===== src/rtl/pis_pkg.sv =====
package pis_pkg;
   localparam int FRAME_W  = 16;
   localparam int ADDR_W   = 6;
   localparam int DATA_W   = 8;
   localparam int BIT_W    = $clog2(FRAME_W);
   localparam int INIT_LEN = 20;
   localparam int IDX_W    = $clog2(INIT_LEN);

   typedef enum logic [3:0] {
      ST_OFF, ST_RST, ST_POST, ST_INIT_TX, ST_INIT_WAIT, ST_INIT_GAP,
      ST_READY, ST_CMD_WAIT, ST_CMD_GAP
   } seq_st_e;

   typedef enum logic [1:0] {CMD_EN, CMD_DIS, CMD_SHUT, CMD_WR} cmd_e;

   // Reserved window, the single reserved slot, and everything past the top register
   function automatic logic is_protected(input logic [ADDR_W-1:0] a);
      return ((a >= 6'h13) && (a <= 6'h1D)) || (a == 6'h1F) || (a > 6'h20);
   endfunction

   // Address in the upper six bits, then write flag, a zero pad bit, then the value
   function automatic logic [FRAME_W-1:0] mk_frame(input logic [ADDR_W-1:0] a,
                                                  input logic [DATA_W-1:0] d);
      return {a, 1'b1, 1'b0, d};
   endfunction
endpackage


===== src/rtl/pis_rom.sv =====
module pis_rom
   import pis_pkg::*;
(
   input  logic [IDX_W-1:0]  idx,
   output logic [ADDR_W-1:0] addr,
   output logic [DATA_W-1:0] data
);
   // Entries 0..18 map onto addresses 0x00..0x12; the last entry targets 0x20
   always_comb begin
      addr = (idx == IDX_W'(INIT_LEN-1)) ? 6'h20 : ADDR_W'(idx);
      case (idx)
         5'd2:    data = 8'h03;
         5'd3:    data = 8'hCC;
         5'd4:    data = 8'h46;
         5'd5:    data = 8'h05;
         5'd8:    data = 8'h08;
         5'd9:    data = 8'h40;
         5'd10,
         5'd11:   data = 8'h88;
         5'd12,
         5'd13:   data = 8'h20;
         5'd14:   data = 8'h67;
         5'd15:   data = 8'hA4;
         5'd16:   data = 8'h04;
         5'd17,
         5'd18:   data = 8'h24;
         default: data = 8'h00;
      endcase
   end
endmodule


===== src/rtl/pis_spi_tx.sv =====
module pis_spi_tx
   import pis_pkg::*;
#(
   parameter int SCLK_HALF = 4,
   parameter bit MSB_FIRST = 1'b1
) (
   input  logic               clk,
   input  logic               rst_n,
   input  logic               start,
   input  logic [FRAME_W-1:0] frame,
   output logic               ready,
   output logic               done,
   output logic               sclk,
   output logic               cs_n,
   output logic               sdo
);
   localparam int CW = $clog2(2*SCLK_HALF) + 1;
   localparam logic [CW-1:0]    HALF_M1  = CW'(SCLK_HALF - 1);
   localparam logic [CW-1:0]    GUARD_M1 = CW'(2*SCLK_HALF - 1);
   localparam logic [BIT_W-1:0] LAST_BIT = BIT_W'(FRAME_W - 1);

   if (SCLK_HALF < 1) begin : g_bad_half
      initial $fatal(1, "pis_spi_tx: SCLK_HALF must be at least 1");
   end

   typedef enum logic [2:0] {TX_IDLE, TX_SETUP, TX_LO, TX_HI, TX_GUARD} tx_st_e;

   tx_st_e             st;
   logic [CW-1:0]      cnt;
   logic [BIT_W-1:0]   bitn;
   logic [FRAME_W-1:0] shreg, shreg_nx;
   logic               first_bit, next_bit;

   if (MSB_FIRST) begin : g_msb
      assign first_bit = frame[FRAME_W-1];
      assign shreg_nx  = {shreg[FRAME_W-2:0], 1'b0};
      assign next_bit  = shreg[FRAME_W-2];
   end else begin : g_lsb
      assign first_bit = frame[0];
      assign shreg_nx  = {1'b0, shreg[FRAME_W-1:1]};
      assign next_bit  = shreg[1];
   end

   assign ready = (st == TX_IDLE);

   always_ff @(posedge clk or negedge rst_n) begin
      if (!rst_n) begin
         st    <= TX_IDLE;
         cnt   <= '0;
         bitn  <= '0;
         shreg <= '0;
         sclk  <= 1'b1;
         cs_n  <= 1'b1;
         sdo   <= 1'b0;
         done  <= 1'b0;
      end else begin
         done <= 1'b0;
         case (st)
            TX_IDLE: if (start) begin
               shreg <= frame;
               sdo   <= first_bit;
               cs_n  <= 1'b0;
               bitn  <= '0;
               cnt   <= HALF_M1;
               st    <= TX_SETUP;
            end
            TX_SETUP: if (cnt == '0) begin
               sclk <= 1'b0;
               cnt  <= HALF_M1;
               st   <= TX_LO;
            end else cnt <= cnt - 1'b1;
            TX_LO: if (cnt == '0) begin
               sclk <= 1'b1;
               cnt  <= HALF_M1;
               st   <= TX_HI;
            end else cnt <= cnt - 1'b1;
            TX_HI: if (cnt == '0) begin
               if (bitn == LAST_BIT) begin
                  cs_n <= 1'b1;
                  cnt  <= GUARD_M1;
                  st   <= TX_GUARD;
               end else begin
                  bitn  <= bitn + 1'b1;
                  shreg <= shreg_nx;
                  sdo   <= next_bit;
                  sclk  <= 1'b0;
                  cnt   <= HALF_M1;
                  st    <= TX_LO;
               end
            end else cnt <= cnt - 1'b1;
            TX_GUARD: if (cnt == '0) begin
               done <= 1'b1;
               st   <= TX_IDLE;
            end else cnt <= cnt - 1'b1;
            default: st <= TX_IDLE;
         endcase
      end
   end

   p_idle_clk_r3: assert property (@(posedge clk) disable iff (!rst_n)
      cs_n |-> sclk);
   p_sdo_hold_r3: assert property (@(posedge clk) disable iff (!rst_n)
      $rose(sclk) |-> $stable(sdo));
   p_start_select_r2: assert property (@(posedge clk) disable iff (!rst_n)
      (start && ready) |=> !cs_n);
endmodule


===== src/rtl/pis_ctrl.sv =====
module pis_ctrl
   import pis_pkg::*;
#(
   parameter int RST_CYC = 20000,
   parameter int GAP_CYC = 400,
   parameter int BL_CYC  = 30000000
) (
   input  logic               clk,
   input  logic               rst_n,
   input  logic               pwr_good,
   input  logic               en_req,
   input  logic               dis_req,
   input  logic               shut_req,
   input  logic               wr_req,
   input  logic [ADDR_W-1:0]  wr_addr,
   input  logic [DATA_W-1:0]  wr_data,
   input  logic               spi_ready,
   input  logic               spi_done,
   output logic               spi_start,
   output logic [FRAME_W-1:0] spi_frame,
   output logic               panel_rst,
   output logic               bl_en,
   output logic               busy,
   output logic               wr_err
);
   localparam int TMAX = (RST_CYC > GAP_CYC) ? RST_CYC : GAP_CYC;
   localparam int TW   = $clog2(TMAX + 1);
   localparam int BW   = $clog2(BL_CYC + 1);
   localparam logic [TW-1:0]    RST_M1 = TW'(RST_CYC - 1);
   localparam logic [TW-1:0]    GAP_M1 = TW'(GAP_CYC - 1);
   localparam logic [BW-1:0]    BL_M1  = BW'(BL_CYC - 1);
   localparam logic [IDX_W-1:0] LAST_IDX = IDX_W'(INIT_LEN - 1);
   localparam logic [DATA_W-1:0] V_ACTIVE  = 8'h03;
   localparam logic [DATA_W-1:0] V_STANDBY = 8'h01;

   if (RST_CYC < 1 || GAP_CYC < 1 || BL_CYC < 1) begin : g_bad_time
      initial $fatal(1, "pis_ctrl: delay parameters must be at least 1");
   end

   seq_st_e           st;
   cmd_e              cmd;
   logic [TW-1:0]     tmr;
   logic [BW-1:0]     bl_cnt;
   logic              bl_arm;
   logic [IDX_W-1:0]  idx;
   logic [ADDR_W-1:0] rom_addr;
   logic [DATA_W-1:0] rom_data;
   logic              pg_q;
   logic              pend_en, pend_dis, pend_shut, pend_wr;
   logic [ADDR_W-1:0] pw_addr;
   logic [DATA_W-1:0] pw_data;
   logic              pg_rise, err_now;

   pis_rom u_rom (.idx(idx), .addr(rom_addr), .data(rom_data));

   assign pg_rise = pwr_good & ~pg_q;
   assign err_now = wr_req & is_protected(wr_addr);
   assign busy    = (st != ST_OFF) && (st != ST_READY);

   always_ff @(posedge clk or negedge rst_n) begin
      if (!rst_n) begin
         st        <= ST_OFF;
         cmd       <= CMD_EN;
         tmr       <= '0;
         bl_cnt    <= '0;
         bl_arm    <= 1'b0;
         idx       <= '0;
         pg_q      <= 1'b0;
         pend_en   <= 1'b0;
         pend_dis  <= 1'b0;
         pend_shut <= 1'b0;
         pend_wr   <= 1'b0;
         pw_addr   <= '0;
         pw_data   <= '0;
         spi_start <= 1'b0;
         spi_frame <= '0;
         panel_rst <= 1'b1;
         bl_en     <= 1'b0;
         wr_err    <= 1'b0;
      end else begin
         pg_q      <= pwr_good;
         spi_start <= 1'b0;
         wr_err    <= err_now;

         // backlight delay runs beside the sequencer so requests stay serviceable
         if (bl_arm) begin
            if (bl_cnt == BL_M1) begin
               bl_en  <= 1'b1;
               bl_arm <= 1'b0;
            end else bl_cnt <= bl_cnt + 1'b1;
         end

         case (st)
            ST_OFF: if (pg_rise) begin
               panel_rst <= 1'b1;
               idx       <= '0;
               tmr       <= RST_M1;
               st        <= ST_RST;
            end
            ST_RST: if (tmr == '0) begin
               panel_rst <= 1'b0;
               tmr       <= GAP_M1;
               st        <= ST_POST;
            end else tmr <= tmr - 1'b1;
            ST_POST: if (tmr == '0) st <= ST_INIT_TX;
                     else tmr <= tmr - 1'b1;
            ST_INIT_TX: if (spi_ready) begin
               spi_start <= 1'b1;
               spi_frame <= mk_frame(rom_addr, rom_data);
               st        <= ST_INIT_WAIT;
            end
            ST_INIT_WAIT: if (spi_done) begin
               tmr <= GAP_M1;
               st  <= ST_INIT_GAP;
            end
            ST_INIT_GAP: if (tmr == '0) begin
               if (idx == LAST_IDX) st <= ST_READY;
               else begin
                  idx <= idx + 1'b1;
                  st  <= ST_INIT_TX;
               end
            end else tmr <= tmr - 1'b1;
            ST_READY: if (spi_ready) begin
               if (pend_shut) begin
                  pend_shut <= 1'b0;
                  pend_en   <= 1'b0;
                  pend_dis  <= 1'b0;
                  pend_wr   <= 1'b0;
                  bl_en     <= 1'b0;
                  bl_arm    <= 1'b0;
                  cmd       <= CMD_SHUT;
                  spi_start <= 1'b1;
                  spi_frame <= mk_frame('0, V_STANDBY);
                  st        <= ST_CMD_WAIT;
               end else if (pend_dis) begin
                  pend_dis  <= 1'b0;
                  bl_en     <= 1'b0;
                  bl_arm    <= 1'b0;
                  cmd       <= CMD_DIS;
                  spi_start <= 1'b1;
                  spi_frame <= mk_frame('0, V_STANDBY);
                  st        <= ST_CMD_WAIT;
               end else if (pend_en) begin
                  pend_en   <= 1'b0;
                  cmd       <= CMD_EN;
                  spi_start <= 1'b1;
                  spi_frame <= mk_frame('0, V_ACTIVE);
                  st        <= ST_CMD_WAIT;
               end else if (pend_wr) begin
                  pend_wr   <= 1'b0;
                  cmd       <= CMD_WR;
                  spi_start <= 1'b1;
                  spi_frame <= mk_frame(pw_addr, pw_data);
                  st        <= ST_CMD_WAIT;
               end
            end
            ST_CMD_WAIT: if (spi_done) begin
               if (cmd == CMD_SHUT) begin
                  panel_rst <= 1'b1;
                  st        <= ST_OFF;
               end else begin
                  if (cmd == CMD_EN) begin
                     bl_arm <= 1'b1;
                     bl_cnt <= '0;
                  end
                  tmr <= GAP_M1;
                  st  <= ST_CMD_GAP;
               end
            end
            ST_CMD_GAP: if (tmr == '0) st <= ST_READY;
                        else tmr <= tmr - 1'b1;
            default: st <= ST_OFF;
         endcase

         // capture after dispatch so a request in the dispatch cycle survives
         if (st != ST_OFF) begin
            if (en_req) begin
               pend_en  <= 1'b1;
               pend_dis <= 1'b0;
            end
            if (dis_req) begin
               pend_dis <= 1'b1;
               pend_en  <= 1'b0;
            end
            if (shut_req) pend_shut <= 1'b1;
            if (wr_req && !err_now) begin
               pend_wr <= 1'b1;
               pw_addr <= wr_addr;
               pw_data <= wr_data;
            end
         end
      end
   end

   p_rst_no_bl_r10: assert property (@(posedge clk) disable iff (!rst_n)
      panel_rst |-> !bl_en);
   p_legal_addr_r11: assert property (@(posedge clk) disable iff (!rst_n)
      spi_start |-> !is_protected(spi_frame[FRAME_W-1 -: ADDR_W]));
   p_start_ready_r2: assert property (@(posedge clk) disable iff (!rst_n)
      spi_start |-> spi_ready);
   p_err_cause_r11: assert property (@(posedge clk) disable iff (!rst_n)
      wr_err |-> $past(wr_req));
endmodule


===== src/rtl/panel_init_seq.sv =====
module panel_init_seq
   import pis_pkg::*;
#(
   parameter int SCLK_HALF = 4,
   parameter int RST_CYC   = 20000,
   parameter int GAP_CYC   = 400,
   parameter int BL_CYC    = 30000000,
   parameter bit MSB_FIRST = 1'b1
) (
   input  logic       clk,
   input  logic       rst_n,
   input  logic       pwr_good,
   input  logic       en_req,
   input  logic       dis_req,
   input  logic       shut_req,
   input  logic       wr_req,
   input  logic [5:0] wr_addr,
   input  logic [7:0] wr_data,
   output logic       panel_rst,
   output logic       spi_sclk,
   output logic       spi_cs_n,
   output logic       spi_sdo,
   output logic       bl_en,
   output logic       busy,
   output logic       wr_err
);
   logic               spi_start, spi_ready, spi_done;
   logic [FRAME_W-1:0] spi_frame;

   pis_ctrl #(.RST_CYC(RST_CYC), .GAP_CYC(GAP_CYC), .BL_CYC(BL_CYC)) u_ctrl (
      .clk(clk), .rst_n(rst_n), .pwr_good(pwr_good),
      .en_req(en_req), .dis_req(dis_req), .shut_req(shut_req),
      .wr_req(wr_req), .wr_addr(wr_addr), .wr_data(wr_data),
      .spi_ready(spi_ready), .spi_done(spi_done),
      .spi_start(spi_start), .spi_frame(spi_frame),
      .panel_rst(panel_rst), .bl_en(bl_en), .busy(busy), .wr_err(wr_err)
   );

   pis_spi_tx #(.SCLK_HALF(SCLK_HALF), .MSB_FIRST(MSB_FIRST)) u_spi (
      .clk(clk), .rst_n(rst_n), .start(spi_start), .frame(spi_frame),
      .ready(spi_ready), .done(spi_done),
      .sclk(spi_sclk), .cs_n(spi_cs_n), .sdo(spi_sdo)
   );

   p_busy_frames_r7: assert property (@(posedge clk) disable iff (!rst_n)
      (!spi_cs_n) |-> busy);
endmodule


===== config.mk =====
export PLATFORM = sky130hd
export DESIGN_NAME = panel_init_seq
export DESIGN_NICKNAME = d
export VERILOG_FILES = /design/src/rtl/pis_pkg.sv /design/src/rtl/pis_rom.sv /design/src/rtl/pis_spi_tx.sv /design/src/rtl/pis_ctrl.sv /design/src/rtl/panel_init_seq.sv
export SDC_FILE = /design/constraint.sdc
export NUM_CORES = 1
export LEC_CHECK = 0
export BUFFER_PORTS_ARGS = -buffer_cell sky130_fd_sc_hd__buf_2
export CAP_MARGIN = 20
export CORE_ASPECT_RATIO = 1.2
export CORE_UTILIZATION = 45
export DETAILED_ROUTE_END_ITERATION = 16
export HOLD_SLACK_MARGIN = 0.12
export PLACE_DENSITY = 0.66
export SLEW_MARGIN = 20
export SYNTH_ARGS = -nofsm -noshare
export SYNTH_HDL_FRONTEND = slang
export SYNTH_SLANG_ARGS = --single-unit

===== constraint.sdc =====
create_clock -name clk -period 2.6 [get_ports clk]
set_clock_uncertainty 0.05 [all_clocks]
set_input_delay 0.52 -clock clk [delete_from_list [all_inputs] [get_ports clk]]
set_output_delay 0.52 -clock clk [all_outputs]
set_load 0.05 [all_outputs]

### After elaboration in Yosys (flattened, before gate mapping)

Memory sizes are Yosys's and may differ from the RTL's.
Index checks and enable logic that the tools add are counted.

| cells by class | value |
|---|---|
| bitwise operators | 3 |
| muxes and demuxes | 131 |
| reduce and logical (&&, ||, !) cells | 34 |
| equality and inequality tests | 40 |
| $lt $le $gt $ge | 3 |
| add/sub/neg operators | 5 |

Operators with widths:

| kind | count |
|---|---|
| 25-bit 2-to-1 mux | 6 |
| 15-bit 2-to-1 mux | 9 |
| 16-bit 2-to-1 mux | 6 |
| 4-bit 2-to-1 mux | 21 |
| 15-bit one-hot mux with 5 select lines | 1 |
| 1-bit 2-to-1 mux | 59 |
| 4-bit one-hot mux with 9 select lines | 1 |
| 16-bit one-hot mux with 2 select lines | 1 |
| 15-bit one-hot mux with 2 select lines | 1 |
| 2-bit by 1-bit inequality test with 1-bit output, second input constant | 14 |
| 25-bit by 1-bit adder with 25-bit output, second input constant | 1 |
| 25-bit equality test, second input constant | 1 |
| 3-bit 2-to-1 mux | 8 |
| 4-bit by 3-bit equality test with 1-bit output, second input constant | 4 |
| 4-bit one-hot mux with 4 select lines | 1 |
| 4-bit AND reduction | 4 |
| 15-bit zero test | 1 |
| 5-bit 2-to-1 mux | 3 |
| 3-bit one-hot mux with 5 select lines | 1 |
| 5-bit AND reduction | 3 |
| 15-bit by 1-bit subtractor with 15-bit output, second input constant | 1 |
| 2-bit inequality test, second input constant | 7 |
| 4-bit nonzero test | 3 |
| 5-bit one-hot mux with 2 select lines | 1 |
| 39 further kinds | 58 |

| storage, ports and cells | value |
|---|---|
| memories | 1 |
| input bits | 21 |
| output and inout port bits | 7 |
| register bits | 121 |
| word-level logic and storage cells | 243 |
| ROM bits | 224 |

Memories:

| memory | words | width | rd ports | clocked after Yosys merged registers in | write ports | line | RTL |
|---|---|---|---|---|---|---|---|
| (name not given) | 32 | 7 | 1 | 0 | 0 | pis_rom.sv:11 | `case (idx)` |

### Logic depth before layout (Yosys ltp)

Gate-level depths: netlist (run 1).

| depth | value |
|---|---|
| depth in word-level cells | 9 |
| depth in mapped cells | 10 |
| gate-level depth less buffers | 8 |

### Modules after synthesis

Synthesis (run 1) repeated with hierarchy kept, for this count alone.

| second synthesis, totals | value |
|---|---|
| cell total of the unflattened synthesis | 711 |
| area total of the unflattened synthesis | 6,670.1 um^2 |

By module, submodules not included:

| module | sequential area each (um^2) | cells an instance | instances | area an instance (um^2) |
|---|---|---|---|---|
| pis_ctrl | 2,253.4 | 508 | 1 | 4,772.1 |
| pis_spi_tx | 753.2 | 160 | 1 | 1,581.5 |
| pis_rom | 0.0 | 43 | 1 | 316.6 |

### Least setup slack after synthesis (run 1)

No wires, ideal clock.

| path | value |
|---|---|
| kind | register to register |
| start | register u_ctrl.tmr[0] |
| end | register u_ctrl.st[0] |
| setup slack | 0.350 ns |
| cell stages (with the launch flop) | 11 |
| arrival time | 2.075 ns |
| required time | 2.425 ns |
| path buffers | 2 |
| library setup time | 0.125 ns |
| clock period less this slack | 2.250 ns |
| cell sequence | dfrtp_1 inv_1 ha_1 nor4b_1 and4_1 buf_6 a2111oi_4 nor2_2 buf_6 o21ba_4 mux2_4 |

| between the ends | value |
|---|---|
| cells in the longest elaborated chain, start to end | 3 |
| elaborated cells on any way between the ends | 6 |
| classes of those cells | eq/ne (4); reduce/logical (2) |

Ends and longest elaborated chain:

| item | line | RTL |
|---|---|---|
| from (decl) | pis_ctrl.sv:42 | `logic [TW-1:0] tmr;` |
| from (signal assigned) | pis_ctrl.sv:104 | `end else tmr <= tmr - 1'b1;` |
| from (signal assigned) | pis_ctrl.sv:106 | `else tmr <= tmr - 1'b1;` |
| from (signal assigned) | pis_ctrl.sv:122 | `end else tmr <= tmr - 1'b1;` |
| 15-bit zero test * | - |  |
| 2-bit by 1-bit inequality test with 1-bit output (no source line) | - |  |
| 10-bit AND reduction (no source line) * | - |  |
| to (signal assigned) | pis_ctrl.sv:105 | `ST_POST: if (tmr == '0) st <= ST_INIT_TX;` |
| to (signal assigned) | pis_ctrl.sv:117 | `if (idx == LAST_IDX) st <= ST_READY;` |
| to (signal assigned) | pis_ctrl.sv:170 | `ST_CMD_GAP: if (tmr == '0) st <= ST_READY;` |
| to (decl) | pis_ctrl.sv:40 | `seq_st_e st;` |

Mark *: on every way between the ends. The rest lies on a longest branch, timed or not.
A chain may end at the register's enable or synchronous reset.

### Worst setup path after layout (run 1)

| path | value |
|---|---|
| start | register u_ctrl.st[3] |
| end | output port busy |

| between the ends | value |
|---|---|
| cells in the longest elaborated chain, start to end | 2 |
| elaborated cells on any way between the ends | 3 |
| classes of those cells | eq/ne (1); reduce/logical (2) |

Ends and longest elaborated chain:

| item | line | RTL |
|---|---|---|
| from (signal assigned) | pis_ctrl.sv:62 | `st <= ST_OFF;` |
| from (signal assigned) | pis_ctrl.sv:98 | `st <= ST_RST;` |
| from (signal assigned) | pis_ctrl.sv:103 | `st <= ST_POST;` |
| 4-bit by 3-bit inequality test with 1-bit output / 4-bit nonzero test (equally long branches) | pis_ctrl.sv:58 | `assign busy = (st != ST_OFF) && (st != ST_READY);` |
| 1-bit logical AND * | pis_ctrl.sv:58 |  |
| to (decl) | panel_init_seq.sv:24 | `output logic busy,` |

Marks and branches as above.

==> impl_metrics.tcl, run 1 <==
set metrics [dict create \
    setup_tns_ns 0 \
    crit_slowest_cell "dfrtp_1" \
    dieArea_um2 15000 \
    syn_to_final_growth_pct 16.7 \
    path_buf_inv 3 \
    hold_start "pwr_good" \
    power_density_nw_per_um2 591 \
    synth-main-ff-cell "dfrtp_1" \
    min_period_over_period 0.959 \
    ys_seq_area_frac 0.461 \
    antenna_found_initial 1 \
    clock_sinks 120 \
    slew_viol_final 0 \
    drtAntennaViolNets 0 \
    rr_worst_depth 9 \
    antenna_cells 0 \
    rsz0062_at_grt "no" \
    drt_pass1_iterations 10 \
    clk_path_buf_depth 2 \
    grtUsageTotal 0.209 \
    slew_headroom 0.618 \
    vdd_drop_max_mv 0.415 \
    htree_levels 4 \
    synth_top_area_cell "dfrtp_1" \
    grt_pass1_wl_um 24800 \
    cts_made_buffers 17 \
    tightestPinTransition_ns 0.568 \
    r2r_end "u_ctrl.tmr[11]" \
    grt_max_degree 49 \
    p_leak_nw 3.36 \
    crit_start "u_ctrl.st[3]" \
    cts-root-buf "clkbuf_16" \
    start_util 0.466 \
    min_period_ns 2.49 \
    worst-path-max-fanout 14 \
    timing_hold_violations_final 0 \
    arrival_ns 1.92 \
    rrSetupSlack_ns 0.14 \
    drive_above_1_share 0.188 \
    drt_first_iter_violations 387 \
    syn_avg_cell_area_um2 9.31 \
    setup_violations 0 \
    fp.dieW_um 112 \
    grt_pass1_vias 5161 \
    routedWlPerCell_um 15.5 \
    routed_wl_um 14400 \
    violations "DRC" \
    fillers 1250 \
    synth_seq_cells 120 \
    min_path_cells 1 \
    rows 47 \
    dp.final_hpwl_um 10300 \
    setup.worst_path.start_class "flop" \
    gr-total-overflow 0 \
    clock_latency_ns 0.43 \
    postSynth.asyncResetShare 1.00 \
    mostFrequentLayoutCell "dfrtp_1" \
    cpLargestDelayFamily "buffers and inverters" \
    yosysWarnings 0 \
    cpMostUsedCell "buf_4" \
    drc 1 \
    min_to "u_ctrl.pg_q" \
    syn_nets 734 \
    crit_type "reg -> out" \
    syn_area_um2 6530 \
    rr_startpoint "u_ctrl.tmr[0]" \
    io_pins 28 \
    core_um2 14000 \
    path_cells "buf_4 -> nor4_2 -> buf_4 -> nor2_1 -> buf_2" \
    cp_data_required_time_ns 2.03 \
    max_freq_mhz 401 \
    cpPeakStageDelay_ns 0.57 \
    synth_edf_count 0 \
    viasPerCell 5.70 \
    ys_types 76 \
    final_cell_mix "dfrtp_1 (117), nand2_1 (89), nor2_1 (78), o21ai_0 (43), a21oi_1 (42)" \
    netlist_top_cells_area "dfrtp_1 (45%), nand2_1 (5.1%), nor2_1 (4.5%), a21oi_1 (3.3%), o21ai_0 (3.3%)" \
    place_congestion 0.889 \
    end_kind "output port" \
    clk_pin_slew_ns 0.06 \
    hp-class "in -> reg" \
    portBuffers 27 \
    synth.top_cell.area_share 0.448 \
    cts_tree "built" \
    nNetsFinal 781 \
    die_h_um 134 \
    drv_cap 0 \
    hold_ws_ns 0.190 \
    routed-via-count 5314 \
    synthCells 701 \
    status "finished, violations left" \
]
[repair_timing]
item / CTS / global route
setup endpoints to repair: 0 / 5
gates resized for setup: 0 / 3
hold buffers: 1 / 0
buffers inserted: 0 / 0
hold endpoints to repair: 31 / 0
[cells by family (layout without fill, tap and decap cells)]
kind of cell | Yosys count | after routing | synth area share
xor gates and xnor gates | 26 | 26 | 0.0349
and+or+nand+nor | 278 | 278 | 0.209
buffers and inverters | 53 | 113 | 0.0376
adders and majority gates | 13 | 13 | 0.0245
AOI/OAI and AO/OA | 177 | 177 | 0.177
DFF | 120 | 120 | 0.461
muxes | 34 | 34 | 0.0560
[state kept, by name, summed over array words and instances, names as in the netlist, 2 cells and up]
signal            flops
u_ctrl.bl_cnt        25
u_ctrl.spi_frame     15
u_ctrl.tmr           15
u_spi.shreg          15
u_ctrl.pw_data        8
u_ctrl.pw_addr        6
u_ctrl.idx            5
u_ctrl.st             4
u_spi.bitn            4
u_spi.cnt             4
u_spi.st              3
u_ctrl.cmd            2
[cells in the mapped netlist, drive strengths merged (4+ instances only)]
cell type and number:
buf 17, dfrtp 117, nor2b 4, nand4 12, a22o 4, ha 12, xor2 17, mux2 17
and3 7, nor2 80, nand3 22, clkbuf 16, o21ai 71, o31ai 4, or2 5, a22oi 11
nor4 8, xnor2 9, inv 20, nand2 89, or3 9, and2 5, nor3 14, a31oi 5
and4 4, mux2i 17, nand2b 6, o211ai 4, a21oi 44
[routing by layer]
| metal | vias to the layer above | wire length (µm) | track usage |
|---|---|---|---|
| li1 | 2595 | - | - |
| met1 | 2600 | 6380 | 0.260 |
| met2 | 94 | 7230 | 0.347 |
| met3 | 25 | 548 | 0.0542 |
| met4 | 0 | 284 | 0.0815 |
| met5 | - | 0 | 0 |
[final cells by class]
type	count	area (µm²)	area share
clock buffer	19	443	0.0581
timing repair buffer	61	420	0.0552
clock inverter	13	171	0.0225
multi-input combinational	528	3290	0.432
inverter	20	75.1	0.00985
sequential	120	3010	0.394
tap	171	214	0.0281
[where the power goes]
part	leakage (nW)	switching (mW)	internal [mW]
logic	1.56	0.0717	0.0626
clock network	0.294	0.880	1.54
registers	1.50	0.0348	1.92
total	3.36	0.986	3.52
[per-stage QoR]
step | setup slack, ns | instances | util | area, µm² | power, mW
2_1_floorplan | 0.350 | 701 | - | 6530 | 2.03
3_3_place_gp | 0.170 | 899 | 0.499 | 6990 | 2.12
3_5_place_dp | 0.0521 | 899 | 0.499 | 6990 | 2.12
4_1_cts | 0.00716 | 932 | 0.544 | 7610 | 4.56
5_1_grt | 0.0324 | 932 | 0.545 | 7620 | 4.67
6_report | 0.108 | 932 | 0.545 | 7620 | 4.51
[worst max path at each step]
stage,slack (ns),cells after the start,end
4_1_cts,0.007,8,u_ctrl.tmr[13]
3_5_place_dp,0.05,8,u_ctrl.tmr[13]
2_1_floorplan,0.35,10,u_ctrl.st[0]
5_1_grt,0.03,5,busy
6_report,0.11,5,busy
3_3_place_gp,0.17,9,u_ctrl.tmr[11]
(Power assumes the default switching activity.)
==> run 2: changes to the inputs <==
CORE_ASPECT_RATIO = 1.4   (was 1.2)
==> impl_metrics.tcl, run 2 (synthesis gave the netlist of run 1 again) <==
set metrics [dict create \
    rrSetupSlack_ns 0.17 \
    tightestPinTransition_ns 0.615 \
    end_kind "output port" \
    p_comb_frac 0.028 \
    final_cell_mix "dfrtp_1 (117), nand2_1 (89), nor2_1 (78), o21ai_0 (43), a21oi_1 (42)" \
    vdd_drop_max_mv 0.357 \
    rsz0062_at_grt "no" \
    clk_pin_slew_ns 0.05 \
    timing_hold_violations_final 0 \
    crit_type "reg -> out" \
    p_clk_frac 0.546 \
    slew_viol_final 0 \
    antenna_cells 0 \
    cts-root-buf "clkbuf_16" \
    worst-path-max-fanout 16 \
    max_freq_mhz 409 \
    rows 51 \
    power_density_nw_per_um2 600 \
    cts_made_buffers 17 \
    hp-class "in -> reg" \
    die_h_um 145 \
    portBuffers 27 \
    switchingPower_mw 0.977 \
    cts_tree "built" \
    mostFrequentLayoutCell "dfrtp_1" \
    drc 0 \
    grt_pass1_wl_um 25200 \
    placed_cell_area_um2 7010 \
    drive_above_1_share 0.186 \
    antenna_found_initial 0 \
    place_congestion 0.898 \
    drv_cap 0 \
    grt_pass1_vias 5273 \
    nNetsFinal 779 \
    p_sw_frac 0.213 \
    clock_sinks 120 \
    min_period_over_period 0.940 \
    intPower_mw 3.62 \
    setup_violations 0 \
    gr-usage-met3 0.0487 \
    status "completed" \
    drtAntennaViolNets 0 \
    routed_wl_um 14600 \
    cp_data_required_time_ns 2.03 \
    slew_headroom 0.586 \
    setup.worst_path.start_class "flop" \
    clock_latency_ns 0.41 \
    fp.dieW_um 104 \
    drt_pass1_iterations 5 \
    grtUsageTotal 0.209 \
    largest_reg_flops 25 \
    routed-via-count 5306 \
    dp.final_hpwl_um 10300 \
    setup_tns_ns 0 \
    core_um2 14000 \
    hold_ws_ns 0.183 \
    clk_path_buf_depth 2 \
    arrival_ns 1.88 \
    final_area_um2 7650 \
    drt_first_iter_violations 190 \
    grt_max_degree 80 \
    viasPerCell 5.62 \
    routedWlPerCell_um 15.4 \
    top_register "u_ctrl.bl_cnt" \
    gr-total-overflow 0 \
    min_period_ns 2.45 \
    htree_levels 4 \
    postCtsSetupBuffers 0 \
    grt_use_met2 0.361 \
    start_util 0.465 \
    seqPwrFrac 0.425 \
    gr-max-usage-layer "met2" \
    io_pins 28 \
    syn_to_final_growth_pct 17.2 \
    grt_util_met1 0.251 \
    dieArea_um2 15000 \
    p_leak_nw 3.37 \
]
==> run 2: worst max-delay path: stages (launching register included) <==
cell,delay (ns)
dfrtp_1,0.50
buf_12,0.22
nor4_2,0.31
buf_4,0.18
nor2_1,0.04
buf_2,0.22
==> run 2: through the flow <==
stage                util  power [mW]  std cells  setup slack [ns]
floorplan               -        2.03        701             0.350
global placement    0.499        2.11        911             0.250
detailed placement  0.499        2.12        911             0.165
CTS                 0.545        4.65        944             0.147
global route        0.545        4.75        944            0.0348
finish              0.545        4.59        944             0.155
==> run 2: power by group through the flow <==
stage | Sequential, mW | Clock, mW | Combinational, mW
2_1_floorplan | 1.97 | 0 | 0.0575
3_3_place_gp | 1.98 | 0 | 0.129
3_5_place_dp | 1.99 | 0 | 0.134
4_1_cts | 1.95 | 2.56 | 0.135
5_1_grt | 1.96 | 2.64 | 0.147
6_report | 1.95 | 2.51 | 0.130
==> run 2: cell type report <==
| class | count | area (µm²) |
|---|---|---|
| fill | 1250 | 6380 |
| inverter | 20 | 75.1 |
| clock buffer | 18 | 439 |
| multi-input combinational | 528 | 3290 |
| tap | 185 | 231 |
| sequential | 120 | 3010 |
| clock inverter | 14 | 196 |
| timing repair buffer | 59 | 418 |
==> run 2: path summary, 6_finish.rpt <==
path,cells after the start,endpoint,startpoint
setup reg to reg,5,u_ctrl.st[0],u_ctrl.st[3]
setup / recovery,5,busy,u_ctrl.st[0]
min in group asynchronous,2,u_spi.sdo,rst_n
max in group asynchronous,3,u_ctrl.panel_rst,rst_n
hold / removal,1,u_ctrl.pg_q,pwr_good
hold reg to reg,1,u_ctrl.spi_frame[9],u_ctrl.spi_frame[9]
==> run 2: metal layers <==
metal	routed length [µm]	part of all wire
met4	348	0.024
met5	0	0
met2	7350	0.50
met1	6480	0.44
met3	406	0.028
==> run 2: timing repair <==
action / 4_1_cts / 5_1_grt
endpoints found under the hold margin: 4 / 0
gates resized for setup: 0 / 1
hold buffers: 1 / 0
endpoints found under the setup margin: 0 / 1
